==> src/rtl/gpio_mask_pkg.sv <==
package gpio_mask_pkg;
  localparam int unsigned ADDR_W = 5;
  localparam logic [ADDR_W-1:0] ADR_WR_LO = 5'h00;
  localparam logic [ADDR_W-1:0] ADR_WR_HI = 5'h04;
  localparam logic [ADDR_W-1:0] ADR_LEVEL = 5'h08;
  localparam logic [ADDR_W-1:0] ADR_DIR   = 5'h0C;
  localparam logic [ADDR_W-1:0] ADR_OE    = 5'h10;

  // byte offset of masked half-word port h
  function automatic logic [ADDR_W-1:0] half_port_addr(input int unsigned h);
    return ADDR_W'(4 * h);
  endfunction
endpackage

==> src/rtl/gpio_rst_sync.sv <==
module gpio_rst_sync (
  input  logic clk,
  input  logic rst_n,
  output logic rst_sync_n
);
  logic [1:0] stage_q;
  logic [1:0] stage_d;

  always_comb stage_d = {stage_q[0], 1'b1};

  always_ff @(posedge clk or negedge rst_n) begin
    if (!rst_n) stage_q <= 2'b00;
    else        stage_q <= stage_d;
  end

  assign rst_sync_n = stage_q[1];
endmodule

==> src/rtl/gpio_in_sync.sv <==
module gpio_in_sync #(
  parameter int unsigned WIDTH  = 32,
  parameter int unsigned STAGES = 2
) (
  input  logic             clk,
  input  logic             rst_n,
  input  logic [WIDTH-1:0] async_in,
  output logic [WIDTH-1:0] sync_out
);
  logic [WIDTH-1:0] chain_q [STAGES];
  logic [WIDTH-1:0] chain_d [STAGES];

  genvar s;
  generate
    for (s = 0; s < STAGES; s++) begin : g_stage
      if (s == 0) begin : g_first
        always_comb chain_d[s] = async_in;
      end else begin : g_next
        always_comb chain_d[s] = chain_q[s-1];
      end
      always_ff @(posedge clk or negedge rst_n) begin
        if (!rst_n) chain_q[s] <= '0;
        else        chain_q[s] <= chain_d[s];
      end
    end
  endgenerate

  assign sync_out = chain_q[STAGES-1];
endmodule

==> src/rtl/gpio_out_latch.sv <==
module gpio_out_latch
  import gpio_mask_pkg::*;
#(
  parameter int unsigned HALF_W = 16,
  localparam int unsigned NUM_HALVES = 2,
  localparam int unsigned PINS = HALF_W * NUM_HALVES
) (
  input  logic              clk,
  input  logic              rst_n,
  input  logic [ADDR_W-1:0] bus_addr,
  input  logic [PINS-1:0]   bus_wdata,
  input  logic              bus_we,
  output logic [PINS-1:0]   latch_q
);
  genvar h;
  generate
    for (h = 0; h < NUM_HALVES; h++) begin : g_half
      localparam logic [ADDR_W-1:0] PORT_ADDR = half_port_addr(h);
      logic [HALF_W-1:0] keep_mask;
      logic [HALF_W-1:0] new_bits;
      logic [HALF_W-1:0] half_q;
      logic [HALF_W-1:0] half_d;
      logic              hit;

      always_comb begin
        keep_mask = bus_wdata[PINS-1 -: HALF_W];
        new_bits  = bus_wdata[HALF_W-1:0];
        hit       = bus_we && (bus_addr == PORT_ADDR);
        half_d    = (half_q & keep_mask) | (new_bits & ~keep_mask);
      end

      always_ff @(posedge clk or negedge rst_n) begin
        if (!rst_n)   half_q <= '0;
        else if (hit) half_q <= half_d;
      end

      assign latch_q[h*HALF_W +: HALF_W] = half_q;
    end
  endgenerate
endmodule

==> src/rtl/gpio_ctrl_regs.sv <==
module gpio_ctrl_regs
  import gpio_mask_pkg::*;
#(
  parameter int unsigned PINS = 32,
  parameter logic [PINS-1:0] FORCED_OUT = 32'h0000_0180
) (
  input  logic              clk,
  input  logic              rst_n,
  input  logic [ADDR_W-1:0] bus_addr,
  input  logic [PINS-1:0]   bus_wdata,
  input  logic              bus_we,
  output logic [PINS-1:0]   dir_rd,
  output logic [PINS-1:0]   oe_rd,
  output logic [PINS-1:0]   drive_en
);
  logic [PINS-1:0] dir_q, dir_d;
  logic [PINS-1:0] oe_q, oe_d;
  logic            dir_en, oe_en;

  always_comb begin
    dir_en = bus_we && (bus_addr == ADR_DIR);
    oe_en  = bus_we && (bus_addr == ADR_OE);
    dir_d  = bus_wdata;
    oe_d   = bus_wdata;
  end

  always_ff @(posedge clk or negedge rst_n) begin
    if (!rst_n)      dir_q <= '0;
    else if (dir_en) dir_q <= dir_d;
  end

  always_ff @(posedge clk or negedge rst_n) begin
    if (!rst_n)     oe_q <= '0;
    else if (oe_en) oe_q <= oe_d;
  end

  assign dir_rd   = dir_q | FORCED_OUT;
  assign oe_rd    = oe_q;
  assign drive_en = dir_rd & oe_q;
endmodule

==> src/rtl/gpio_mask_bank.sv <==
module gpio_mask_bank
  import gpio_mask_pkg::*;
#(
  parameter int unsigned HALF_W = 16,
  parameter int unsigned SYNC_STAGES = 2,
  parameter logic [2*HALF_W-1:0] FORCED_OUT = 32'h0000_0180,
  localparam int unsigned PINS = 2 * HALF_W
) (
  input  logic              clk,
  input  logic              rst_n,
  input  logic [ADDR_W-1:0] bus_addr,
  input  logic [PINS-1:0]   bus_wdata,
  input  logic              bus_we,
  output logic [PINS-1:0]   bus_rdata,
  input  logic [PINS-1:0]   pad_in,
  output logic [PINS-1:0]   pad_out,
  output logic [PINS-1:0]   pad_oe
);
  logic            rst_sync_n;
  logic [PINS-1:0] level_sync;
  logic [PINS-1:0] dir_rd, oe_rd;

  gpio_rst_sync u_rst (
    .clk        (clk),
    .rst_n      (rst_n),
    .rst_sync_n (rst_sync_n)
  );

  gpio_in_sync #(.WIDTH(PINS), .STAGES(SYNC_STAGES)) u_insync (
    .clk      (clk),
    .rst_n    (rst_sync_n),
    .async_in (pad_in),
    .sync_out (level_sync)
  );

  gpio_out_latch #(.HALF_W(HALF_W)) u_latch (
    .clk       (clk),
    .rst_n     (rst_sync_n),
    .bus_addr  (bus_addr),
    .bus_wdata (bus_wdata),
    .bus_we    (bus_we),
    .latch_q   (pad_out)
  );

  gpio_ctrl_regs #(.PINS(PINS), .FORCED_OUT(FORCED_OUT)) u_ctrl (
    .clk       (clk),
    .rst_n     (rst_sync_n),
    .bus_addr  (bus_addr),
    .bus_wdata (bus_wdata),
    .bus_we    (bus_we),
    .dir_rd    (dir_rd),
    .oe_rd     (oe_rd),
    .drive_en  (pad_oe)
  );

  // masked ports are write-only and fall to the default arm
  always_comb begin
    unique case (bus_addr)
      ADR_LEVEL: bus_rdata = level_sync;
      ADR_DIR:   bus_rdata = dir_rd;
      ADR_OE:    bus_rdata = oe_rd;
      default:   bus_rdata = '0;
    endcase
  end
endmodule

==> config.mk <==
export PLATFORM = sky130hd
export DESIGN_NAME = gpio_mask_bank
export DESIGN_NICKNAME = d
export VERILOG_FILES = /design/src/rtl/gpio_mask_pkg.sv /design/src/rtl/gpio_rst_sync.sv /design/src/rtl/gpio_in_sync.sv /design/src/rtl/gpio_out_latch.sv /design/src/rtl/gpio_ctrl_regs.sv /design/src/rtl/gpio_mask_bank.sv
export SDC_FILE = /design/constraint.sdc
export NUM_CORES = 1
export LEC_CHECK = 0
export BUFFER_PORTS_ARGS = -buffer_cell sky130_fd_sc_hd__buf_4
export CORE_MARGIN = 3
export CORE_UTILIZATION = 57
export DETAILED_ROUTE_END_ITERATION = 16
export PLACE_DENSITY_LB_ADDON = 0.05
export SLEW_MARGIN = 20
export SYNTH_ARGS = -nofsm -noshare
export SYNTH_HDL_FRONTEND = slang
export SYNTH_HIERARCHICAL = 1
export SYNTH_SLANG_ARGS = --single-unit
==> constraint.sdc <==
create_clock -name clk -period 14.8 [get_ports clk]
set_input_delay 1.48 -clock clk [delete_from_list [all_inputs] [get_ports clk]]
set_output_delay 1.48 -clock clk [all_outputs]
set_load 0.01 [all_outputs]
* Word-level counts from Yosys, hierarchy flattened
Index checks and enable logic that the tools add are counted.
Storage, ports and cells: flip-flop bits (word level) 162, output and inout bits 96, logic and storage cells 24
Operators by class: bitwise gates (word level) 7, reductions and logical operators 5, equality and inequality tests 4, multiplexer cells 1
Operator list (count):
- case mux 32 bit (3 select lines) | 1
- AND 16 bit | 3
- AND 32 bit | 1
- bitwise OR 16 bit | 2
- inverter 16 bit | 1
- equality test 5 x 4 -> 1 bit (second input constant) | 2
- equality test 5 x 3 -> 1 bit (second input constant) | 1
- equality test 5 bit (second input constant) | 1
- zero test 5 bit | 1
- logical AND 1 bit | 4

* Logic depth before layout (Yosys ltp)
Gate-level depths: netlist of run 1.
depth in word-level cells 3, mapped depth 5, mapped depth without buffers 3

* Cells and area by module
Netlist of run 1, hierarchy kept.
By module, submodules not included:
- gpio_ctrl_regs | area an instance 2578.7 µm², seq. area each 1551.5 µm², times used 1, cells an instance 170
- gpio_out_latch | area an instance 1636.6 µm², seq. area each 800.8 µm², times used 1, cells an instance 123
- gpio_in_sync | area an instance 1601.5 µm², seq. area each 1601.5 µm², times used 1, cells an instance 64
- gpio_mask_bank | area an instance 949.7 µm², seq. area each 0.0 µm², times used 1, cells an instance 117
- gpio_rst_sync | area an instance 53.8 µm², seq. area each 50.0 µm², times used 1, cells an instance 3

* Least setup slack after synthesis of run 1
OpenSTA, ideal clock, no wires.
path kind input-to-output, from input port bus_addr[1], to output port bus_rdata[0], data arrival time 2.464 ns, buffers on the path 2, path slack 10.856 ns, cell stages on the path 4, cells stage by stage or4b_1 > buf_2 > buf_6 > o32ai_1
Between the ends: word-level cells in the longest chain between the ends 2
Ends and longest elaborated chain:
- start: declaration | line gpio_mask_bank.sv:11 | input logic [ADDR_W-1:0] bus_addr,
- equality test 5 bit or equality test 5 x 4 -> 1 bit (tied branches) | line gpio_mask_bank.sv:58 | unique case (bus_addr)
- case mux 32 bit (3 select lines) * | line gpio_mask_bank.sv:58
- end: declaration | line gpio_mask_bank.sv:14 | output logic [PINS-1:0] bus_rdata,
Every way passes the cells marked *; elsewhere a longest branch is shown, timed or not.

* Worst setup path after layout of run 1
from input port bus_addr[2], to output port bus_rdata[29]
The elaborated chain is that of the path after synthesis.

==> results of run 1 <==
[layout by cell type, fill, tap and decap left out, types with 4 or more instances in the layout]
cell type,n
and2_1,30
buf_4,174
bufinv_16,4
clkbuf_16,17
clkinv_2,5
dfrtp_1,159
mux2_1,42
mux2_2,52
mux2i_1,32
nand2b_1,30
nand3_1,16
nor2_1,18
nor4_1,6
nor4_4,10
o32ai_1,31
[routing by layer]
layer  part of all wire  up-vias  routed length (µm)  track usage
met5                  0        -                   0            0
met4             0.0093        0                 149       0.0681
met3              0.059       11                 933       0.0768
met2               0.50      131                8020        0.405
met1               0.43     2242                6840        0.325
li1                   -     2025                   -            -
[power breakdown]
group	switching [mW]	internal, mW	leakage [nW]
sequential	0.0361	0.492	1.99
combinational	0.0734	0.0870	1.84
clock	0.166	0.294	0.309
total	0.275	0.873	4.13
[worst min path at each step]
stage / end / slack, ns / from / cells after the start
after floorplan: u_insync/sync_out[0] / 0.33 / u_insync/chain_d[0] / 0
after global placement: u_insync/sync_out[30] / 0.31 / u_rst/stage_q[1] / 0
after detailed placement: u_insync/chain_d[30] / 0.31 / u_rst/stage_q[1] / 0
after CTS: u_insync/sync_out[30] / 0.31 / u_rst/stage_q[1] / 0
after global routing: u_ctrl/dir_q[30] / 0.33 / u_rst/stage_q[1] / 0
final: u_ctrl/dir_q[30] / 0.29 / u_rst/stage_q[1] / 0
[metrics by stage]
stage | total power [mW] | instances
finish | 1.15 | 790
global route | 1.20 | 790
CTS | 1.16 | 790
detailed placement | 0.695 | 758
global placement | 0.688 | 758
floorplan | 0.614 | 478
[critical path, delay by kind of cell]
kind / cells / cell delay [ns]
mux: 1 / 0.30
buf+inv: 3 / 1.36
compound gates: 1 / 0.13
[final cells by class]
type	count	area (µm²)
fillers	762	2890
flip-flops and latches	160	4010
well taps	143	179
multi-input cells	281	2550
repair buffers	174	1310
clock inverters	11	160
clock buffers	21	470
[cell families (layout without fill, tap and decap cells)]
logic type	Yosys count	in the layout	share of synthesized area
flops	160	160	0.587
mux	126	126	0.202
simple gates	120	120	0.128
buf+inv	37	206	0.0409
compound gates	32	32	0.0407
other cells	2	3	0.00110
[synth_stat cells, types with 2 or more instances]
master | count | area [µm²]
and2_1 | 30 | 188
buf_2 | 12 | 60.1
buf_4 | 6 | 45.0
buf_6 | 11 | 124
clkbuf_1 | 6 | 22.5
conb_1 | 2 | 7.51
dfrtp_1 | 160 | 4000
mux2_1 | 42 | 473
mux2_2 | 52 | 586
mux2i_1 | 32 | 320
nand2b_1 | 31 | 194
nand3_1 | 16 | 80.1
nor2_1 | 18 | 67.6
nor4_1 | 6 | 37.5
nor4_4 | 10 | 213
o32ai_1 | 31 | 272
or4b_1 | 2 | 20.0
==> flow_summary.yaml, run 1 <==
outcome:
  status: "complete, no violations"
global_route:
  grt_usage: 0.249
  grt_max_degree: 71
  grt_pass1_vias: 4713
  gr-total-overflow: 0
  antenna_found_initial: 0
  grt_first_pass_wirelength_mm: 25.1
synth:
  yosysSeqAreaShare: 0.587
  netlist_instances: 477
  synth.avg_cell_area_um2: 14.3
  ys_seq_elements: 160
  synth_edf_count: 0
  synth_flop_cell: "dfrtp_1"
  async_reset_ff_frac: 1.00
  synth_area_um2: 6820
  yosysUniqueCellTypes: 27
  ys_warn_count: 6
sta:
  drv_slew: 0
  skew_ns: 0.00498
  rsz0062_at_grt: "no"
  tightest_slew_ns: 1.06
  setup-violations-final: 0
  fin_hold_ws_ns: 0.285
  finalCritPeriodShare: 0.325
  relSlewSlack: 0.289
  timing.final.ws_setup_ns: 9.98
  layout_min_cycle_time_ns: 4.82
  max_freq_ghz: 0.208
  final-hold-violation-count: 0
  tns_ns: 0
setup_path:
  crit_type: "input pin to primary output"
  slowest_stage: "buf_4"
  reg2regPathDepth: 2
  crit_path_end_kind: "primary output"
  required_ns: 13.32
  cp-startpoint: "bus_addr[2]"
  critPathMaxFanout: 59
  r2r_start: "u_rst/stage_q[1]"
  max_stage_delay_ns: 0.71
  crit_top_cell: "buf_4"
  reg2reg_to: "u_ctrl/dir_q[26]"
  cp_cell_sequence: "buf_4, buf_4, mux2i_1, o32ai_1, buf_4"
  r2r_setup_slack_ns: 12.59
  crit_path_end: "bus_rdata[29]"
  cp-start-kind: "input pin"
  arrival_ns: 3.34
clocking:
  cts_buffer_depth: 2
  ctsHoldBuffers: 0
  cts-root-buf: "clkbuf_16"
  cts_sinks: 160
  cts_tree: "yes"
  htreeDepth: 4
  numCtsBuffers: 17
  post_cts_resized: 0
  path_clk_slew_ns: 0.06
  post_cts_buffers: 0
  clk_latency_ns: 0.41
die:
  coreArea_um2: 11600
  dieArea_um2: 13300
  rows: 39
  die_height_um: 115
  die_x_um: 115
  num_io_pins: 168
  initial_core_util: 0.590
pwr:
  power_density_nw_per_um2: 132
  p_leak_nw: 4.13
  peakVddDrop_v: 0.000130
routing:
  drtIter0Drc: 286
  drt_wl_total_mm: 15.9
  detail-route-antenna-nets: 0
  drc: 0
  avgViaCountPerCell: 5.58
  via_count: 4409
  firstDrtPassIters: 6
  wl_per_cell_um: 20.2
place:
  post_dp_cell_area_um2: 8050
  preCtsSetupSlack_ns: 10.04
  io_buffers: 167
  hpwl_mm: 10.3
  place.gp.congestion: 0.793
layout:
  syn_to_final_growth_pct: 27.2
  final_design_area_no_fill_um2: 8680
  drive_gt1_frac: 0.422
  fin_util: 0.750
  nNetsFinal: 706
  antenna_cells: 0
job:
  max_cap_viol_count: 0
min_path:
  min_path_type: "flip-flop to async pin"
Power figures use the tool's default switching activity.
==> inputs of run 2 (changes only) <==
- ABC_AREA: default -> 1
- CORE_UTILIZATION: 57 -> 49
- clock period: 14.8 -> 4 ns (I/O delays scaled with it)
==> run 2 against run 1 <==
- routed wire length up 33%
- critical path depth grew 1
- synthesized area rose by 3.8%
- global-route usage up 1.9 points
- clock skew increased by 0.0024 ns
- first-iteration DRC count is 97% higher
- register-to-register slack got worse by 10 ns
- sequential cell count is the same
- via count rose by 45%
- non-clock buffer count rose by 2
- die area is 20% higher
- power grew to 3.6 times the previous value
- highest routed layer unchanged
==> flow_summary.yaml, run 2 <==
pwr:
  peakVddDrop_v: 0.000421
  clkPwrFrac: 0.380
  power_mw: 4.10
  internal_power_mw: 2.97
  p_leak_nw: 4.71
  switchingPower_mw: 1.12
  power_density_nw_per_um2: 466
  switching_share: 0.274
  combPwrFrac: 0.139
  p_seq_frac: 0.482
routing:
  via_count: 6397
  firstDrtPassIters: 5
  drt_wl_total_mm: 21.1
  avgViaCountPerCell: 5.84
  wl_per_cell_um: 19.3
  drtIter0Drc: 564
  detail-route-antenna-nets: 0
  drc: 0
min_path:
  holdPathEnd: "u_insync/chain_d[10]"
  hold_depth: 1
  min_path_type: "input pin to flip-flop"
  hp-start: "pad_in[10]"
clocking:
  cts_sinks: 160
  clk_latency_ns: 0.42
  post_cts_resized: 0
  htreeDepth: 4
  post_cts_buffers: 0
  ctsHoldBuffers: 1
  path_clk_slew_ns: 0.06
  cts_buffer_depth: 2
  cts-root-buf: "clkbuf_16"
  cts_tree: "yes"
  numCtsBuffers: 17
die:
  die_height_um: 126
  initial_core_util: 0.506
  rows: 43
  dieArea_um2: 15900
  num_io_pins: 168
  die_x_um: 126
  coreArea_um2: 14000
setup_path:
  crit_type: "input pin to primary output"
  r2r_start: "u_rst/stage_q[1]"
  required_ns: 3.60
  max_stage_delay_ns: 0.59
  critPathMaxFanout: 35
  cp-start-kind: "input pin"
  crit_path_end_kind: "primary output"
  cp_cell_sequence: "buf_4, nor2_4, buf_4, nand4_1, nand3_1, buf_4"
  slowest_stage: "nor2_4"
  reg2reg_to: "u_insync/chain_d[21]"
  r2r_setup_slack_ns: 2.57
  reg2regPathDepth: 1
  arrival_ns: 2.08
  crit_top_cell: "buf_4"
global_route:
  gr-total-overflow: 0
  antenna_found_initial: 0
  grt_usage: 0.268
  grt_first_pass_wirelength_mm: 33.5
  grt_max_degree: 68
  grt_pass1_vias: 6321
synth:
  synth_area_leader_cell: "dfrtp_1"
  synth.area.top_cells: "dfrtp_1 (57%), nand4_1 (14%), nand2_1 (12%)"
  ys_seq_elements: 160
  synth.avg_cell_area_um2: 9.15
  yosysSeqAreaShare: 0.565
  synth_edf_count: 0
  synth_flop_cell: "dfrtp_1"
  async_reset_ff_frac: 1.00
  ys_warn_count: 6
  synth_area_um2: 7080
  netlist_instances: 774
  yosysTopAreaCellShare: 0.565
  synthTopCellsByCount: "nand2_1 (221), dfrtp_1 (160), nand4_1 (160), nand3_1 (95), inv_1 (52)"
  yosysMostFrequentCell: "nand2_1"
  yosysUniqueCellTypes: 18
layout:
  fin_util: 0.629
  syn_to_final_growth_pct: 24.2
  antenna_cells: 0
  final_cell_mix: "nand2_1 (221), buf_4 (175), nand4_1 (160), dfrtp_1 (159), nand3_1 (95)"
  drive_gt1_frac: 0.240
  final_common_cell: "nand2_1"
  nNetsFinal: 975
sta:
  drv_slew: 0
  tns_ns: 0
  max_freq_ghz: 0.403
  skew_ns: 0.00740
  layout_min_cycle_time_ns: 2.48
  tightest_slew_ns: 0.941
  final-hold-violation-count: 0
  relSlewSlack: 0.371
  finalCritPeriodShare: 0.620
  rsz0062_at_grt: "no"
  setup-violations-final: 0
place:
  io_buffers: 167
  place.gp.congestion: 0.881
  hpwl_mm: 14.1
job:
  max_cap_viol_count: 0
outcome:
  status: "complete, no violations"
run 2: metrics by stage:
step | setup slack, ns | instances | area, µm² | hold WS, ns
4_1_cts | 1.55 | 1095 | 8790 | 0.0691
5_1_grt | 1.39 | 1095 | 8790 | 0.0507
6_report | 1.52 | 1095 | 8790 | 0.0834
3_3_place_gp | 1.61 | 1063 | 8210 | 0.184
3_5_place_dp | 1.53 | 1063 | 8220 | 0.186
2_1_floorplan | 1.35 | 775 | 7090 | 0.104
run 2: worst max-delay path, delay by kind of cell:
kind | cells | cell delay, ns
and+or+nand+nor | 3 | 0.93
buffers and inverters | 3 | 0.72
run 2: layer usage:
layer,track usage,wire length [µm],vias up
met5,0,0,-
met4,0.0927,524,0
met3,0.0696,1340,35
met2,0.439,10600,270
met1,0.347,8670,3187
li1,-,-,2905
run 2: kinds of logic (layout without fill, tap and decap cells):
family        Yosys count  count (layout)  synth area share
flops                 160             160             0.565
buf+inv               123             263            0.0889
simple gates          489             489             0.345
other cells             2               3           0.00106
run 2: cell type report:
class                   count  area (µm²)
fillers                  1235        5190
clock buffers              21         450
clock inverters            10         113
repair buffers            176        1320
flip-flops and latches    160        4010
multi-input cells         492        2460
well taps                 180         225
inverters                  56         210
run 2: how the worst max path moves through the flow:
stage	from	to	slack [ns]	cells after the start
after global placement	bus_addr[1]	bus_rdata[13]	1.61	6
final	bus_addr[1]	bus_rdata[24]	1.52	6
after floorplan	u_rst/stage_q[1]	u_ctrl/dir_q[0]	1.35	0
after CTS	bus_addr[1]	bus_rdata[24]	1.55	6
after global routing	bus_addr[1]	bus_rdata[24]	1.39	6
after detailed placement	bus_addr[1]	bus_rdata[24]	1.53	6
run 2: power groups by stage:
| stage | Clock (mW) | Combinational [mW] | Sequential (mW) |
|---|---|---|---|
| after floorplan | 0 | 0.279 | 1.98 |
| after global routing | 1.66 | 0.629 | 1.99 |
| after global placement | 0 | 0.551 | 2.00 |
| after CTS | 1.58 | 0.571 | 1.97 |
| after detailed placement | 0 | 0.569 | 2.00 |
| final | 1.56 | 0.569 | 1.97 |
==> inputs of run 3 (changes only) <==
- ABC_AREA: 1 -> 0
- CORE_UTILIZATION: 49 -> 53
- clock period: 4 -> 2.5 ns (I/O delays scaled with it)
==> run 3 against run 2 <==
- clock power up 69%
- combinational power increased by 79%
- sequential power up 58%
- critical endpoint is now bus_rdata[31]
- highest routed layer unchanged
==> flow_summary.yaml, run 3 (synthesis results as in run 1) <==
outcome:
  status: "complete, no violations"
layout:
  antenna_cells: 0
  final_common_cell: "buf_4"
  fill_cells: 867
  ff_latch_area_um2: 4010
  syn_to_final_growth_pct: 33.6
  nNetsFinal: 745
  final_cells: 854
  multi_input_area_um2: 2550
  final_cell_mix: "buf_4 (176), dfrtp_1 (159), mux2_2 (52), mux2_1 (42), dlygate4sd3_1 (33)"
  drive_gt1_frac: 0.407
pwr:
  p_leak_nw: 4.31
  power_density_nw_per_um2: 743
  peakVddDrop_v: 0.000754
routing:
  drc: 0
  firstDrtPassIters: 4
  drtIter0Drc: 250
  wl_per_cell_um: 20.0
  via_count: 4634
  avgViaCountPerCell: 5.43
  detail-route-antenna-nets: 0
  drt_wl_total_mm: 17.1
sta:
  tns_ns: 0
  max_freq_ghz: 0.498
  layout_min_cycle_time_ns: 2.01
  setup-violations-final: 0
  rsz0062_at_grt: "no"
  drv_slew: 0
  finalCritPeriodShare: 0.803
  skew_ns: 0.00740
  final-hold-violation-count: 0
  relSlewSlack: 0.594
  tightest_slew_ns: 0.608
clocking:
  cts_sinks: 160
  post_cts_resized: 0
  path_clk_slew_ns: 0.06
  clk_latency_ns: 0.42
  cts_buffer_depth: 2
  cts-root-buf: "clkbuf_16"
  numCtsBuffers: 17
  cts_tree: "yes"
  ctsHoldBuffers: 33
  htreeDepth: 4
  post_cts_buffers: 0
place:
  place.gp.congestion: 0.767
  hpwl_mm: 11.2
  placedCellCount: 789
  io_buffers: 167
job:
  max_cap_viol_count: 0
global_route:
  antenna_found_initial: 0
  grt_first_pass_wirelength_mm: 27.0
  grt_pass1_vias: 5057
  grt_max_degree: 71
  grt_usage: 0.248
  gr-total-overflow: 0
die:
  num_io_pins: 168
  coreArea_um2: 12300
  die_height_um: 119
  rows: 40
  initial_core_util: 0.554
  die_x_um: 119
  dieArea_um2: 14300
setup_path:
  cp_cell_sequence: "buf_4, or2_1, buf_12, o32ai_1, buf_4"
  required_ns: 2.25
  max_stage_delay_ns: 0.45
  cp-start-kind: "input pin"
  slowest_stage: "or2_1"
  crit_type: "input pin to primary output"
  cp.buffers_inverters: 3
  arrival_ns: 1.76
  crit_top_cell: "buf_4"
  crit_path_end_kind: "primary output"
  critPathMaxFanout: 20
  path_delay_family: "buffers and inverters"
min_path:
  min_path_type: "input pin to flip-flop"
## run 3: cell count changes in the layout (fill, tap and decap cells not counted), moves of 10 or more
cell / delta
nand2_1: -221
nand2b_1: +30
mux2_2: +52
inv_1: -52
mux2i_1: +32
nor2_1: +17
nand3_1: -79
mux2_1: +42
nand4_1: -160
o32ai_1: +31
nor4_4: +10
dlygate4sd3_1: +32
and2_1: +30
## run 3: final timing paths
| path | from | endpoint | slack [ns] | depth (start not counted) |
|---|---|---|---|---|
| max | bus_addr[1] | bus_rdata[31] | 0.49 | 5 |
| min | bus_wdata[5] | flip-flop | 0.07 | 2 |
| max reg2reg | u_rst/stage_q[1] | u_ctrl/oe_rd[16] | 1.49 | 1 |
| min reg2reg | u_rst/stage_q[1] | u_ctrl/oe_rd[28] | 0.18 | 0 |
| max in group asynchronous | u_rst/stage_q[1] | u_ctrl/oe_rd[16] | 1.49 | 1 |
| min in group asynchronous | rst_n | u_rst/stage_q[1] | 0.15 | 2 |
## run 3: layout make-up
cell class	count	area share
Clock buffer	21	0.0516
Clock inverter	11	0.0150
Multi-Input combinational cell	281	0.280
Sequential cell	160	0.440
Tap cell	168	0.0231
Timing Repair Buffer	213	0.190
## run 3: power breakdown
part	internal (mW)	switching (mW)	total [mW]	leakage, nW
sequential	2.91	0.205	3.12	1.99
clock	1.64	0.994	2.63	0.302
combinational	0.560	0.461	1.02	2.03
total	5.11	1.66	6.77	4.31
## run 3: metal layers
| metal | share of wire | GRT usage | wire, µm | up-vias |
|---|---|---|---|---|
| li1 | - | - | - | 2096 |
| met1 | 0.42 | 0.313 | 7100 | 2368 |
| met2 | 0.51 | 0.413 | 8700 | 151 |
| met3 | 0.060 | 0.0693 | 1020 | 19 |
| met4 | 0.015 | 0.0859 | 252 | 0 |
| met5 | 0 | 0 | 0 | - |
## run 3: metrics by stage
stage	power (mW)	util	hold WS [ns]	setup WS, ns	cell area, µm²
finish	6.77	0.740	0.0689	0.492	9110
global route	7.07	0.740	0.0672	0.438	9110
CTS	6.83	0.740	0.0597	0.509	9110
detailed placement	4.14	0.664	0.0352	0.512	8170
global placement	4.09	0.664	0.0324	0.583	8170
floorplan	3.63	-	-0.0456	0.837	6830
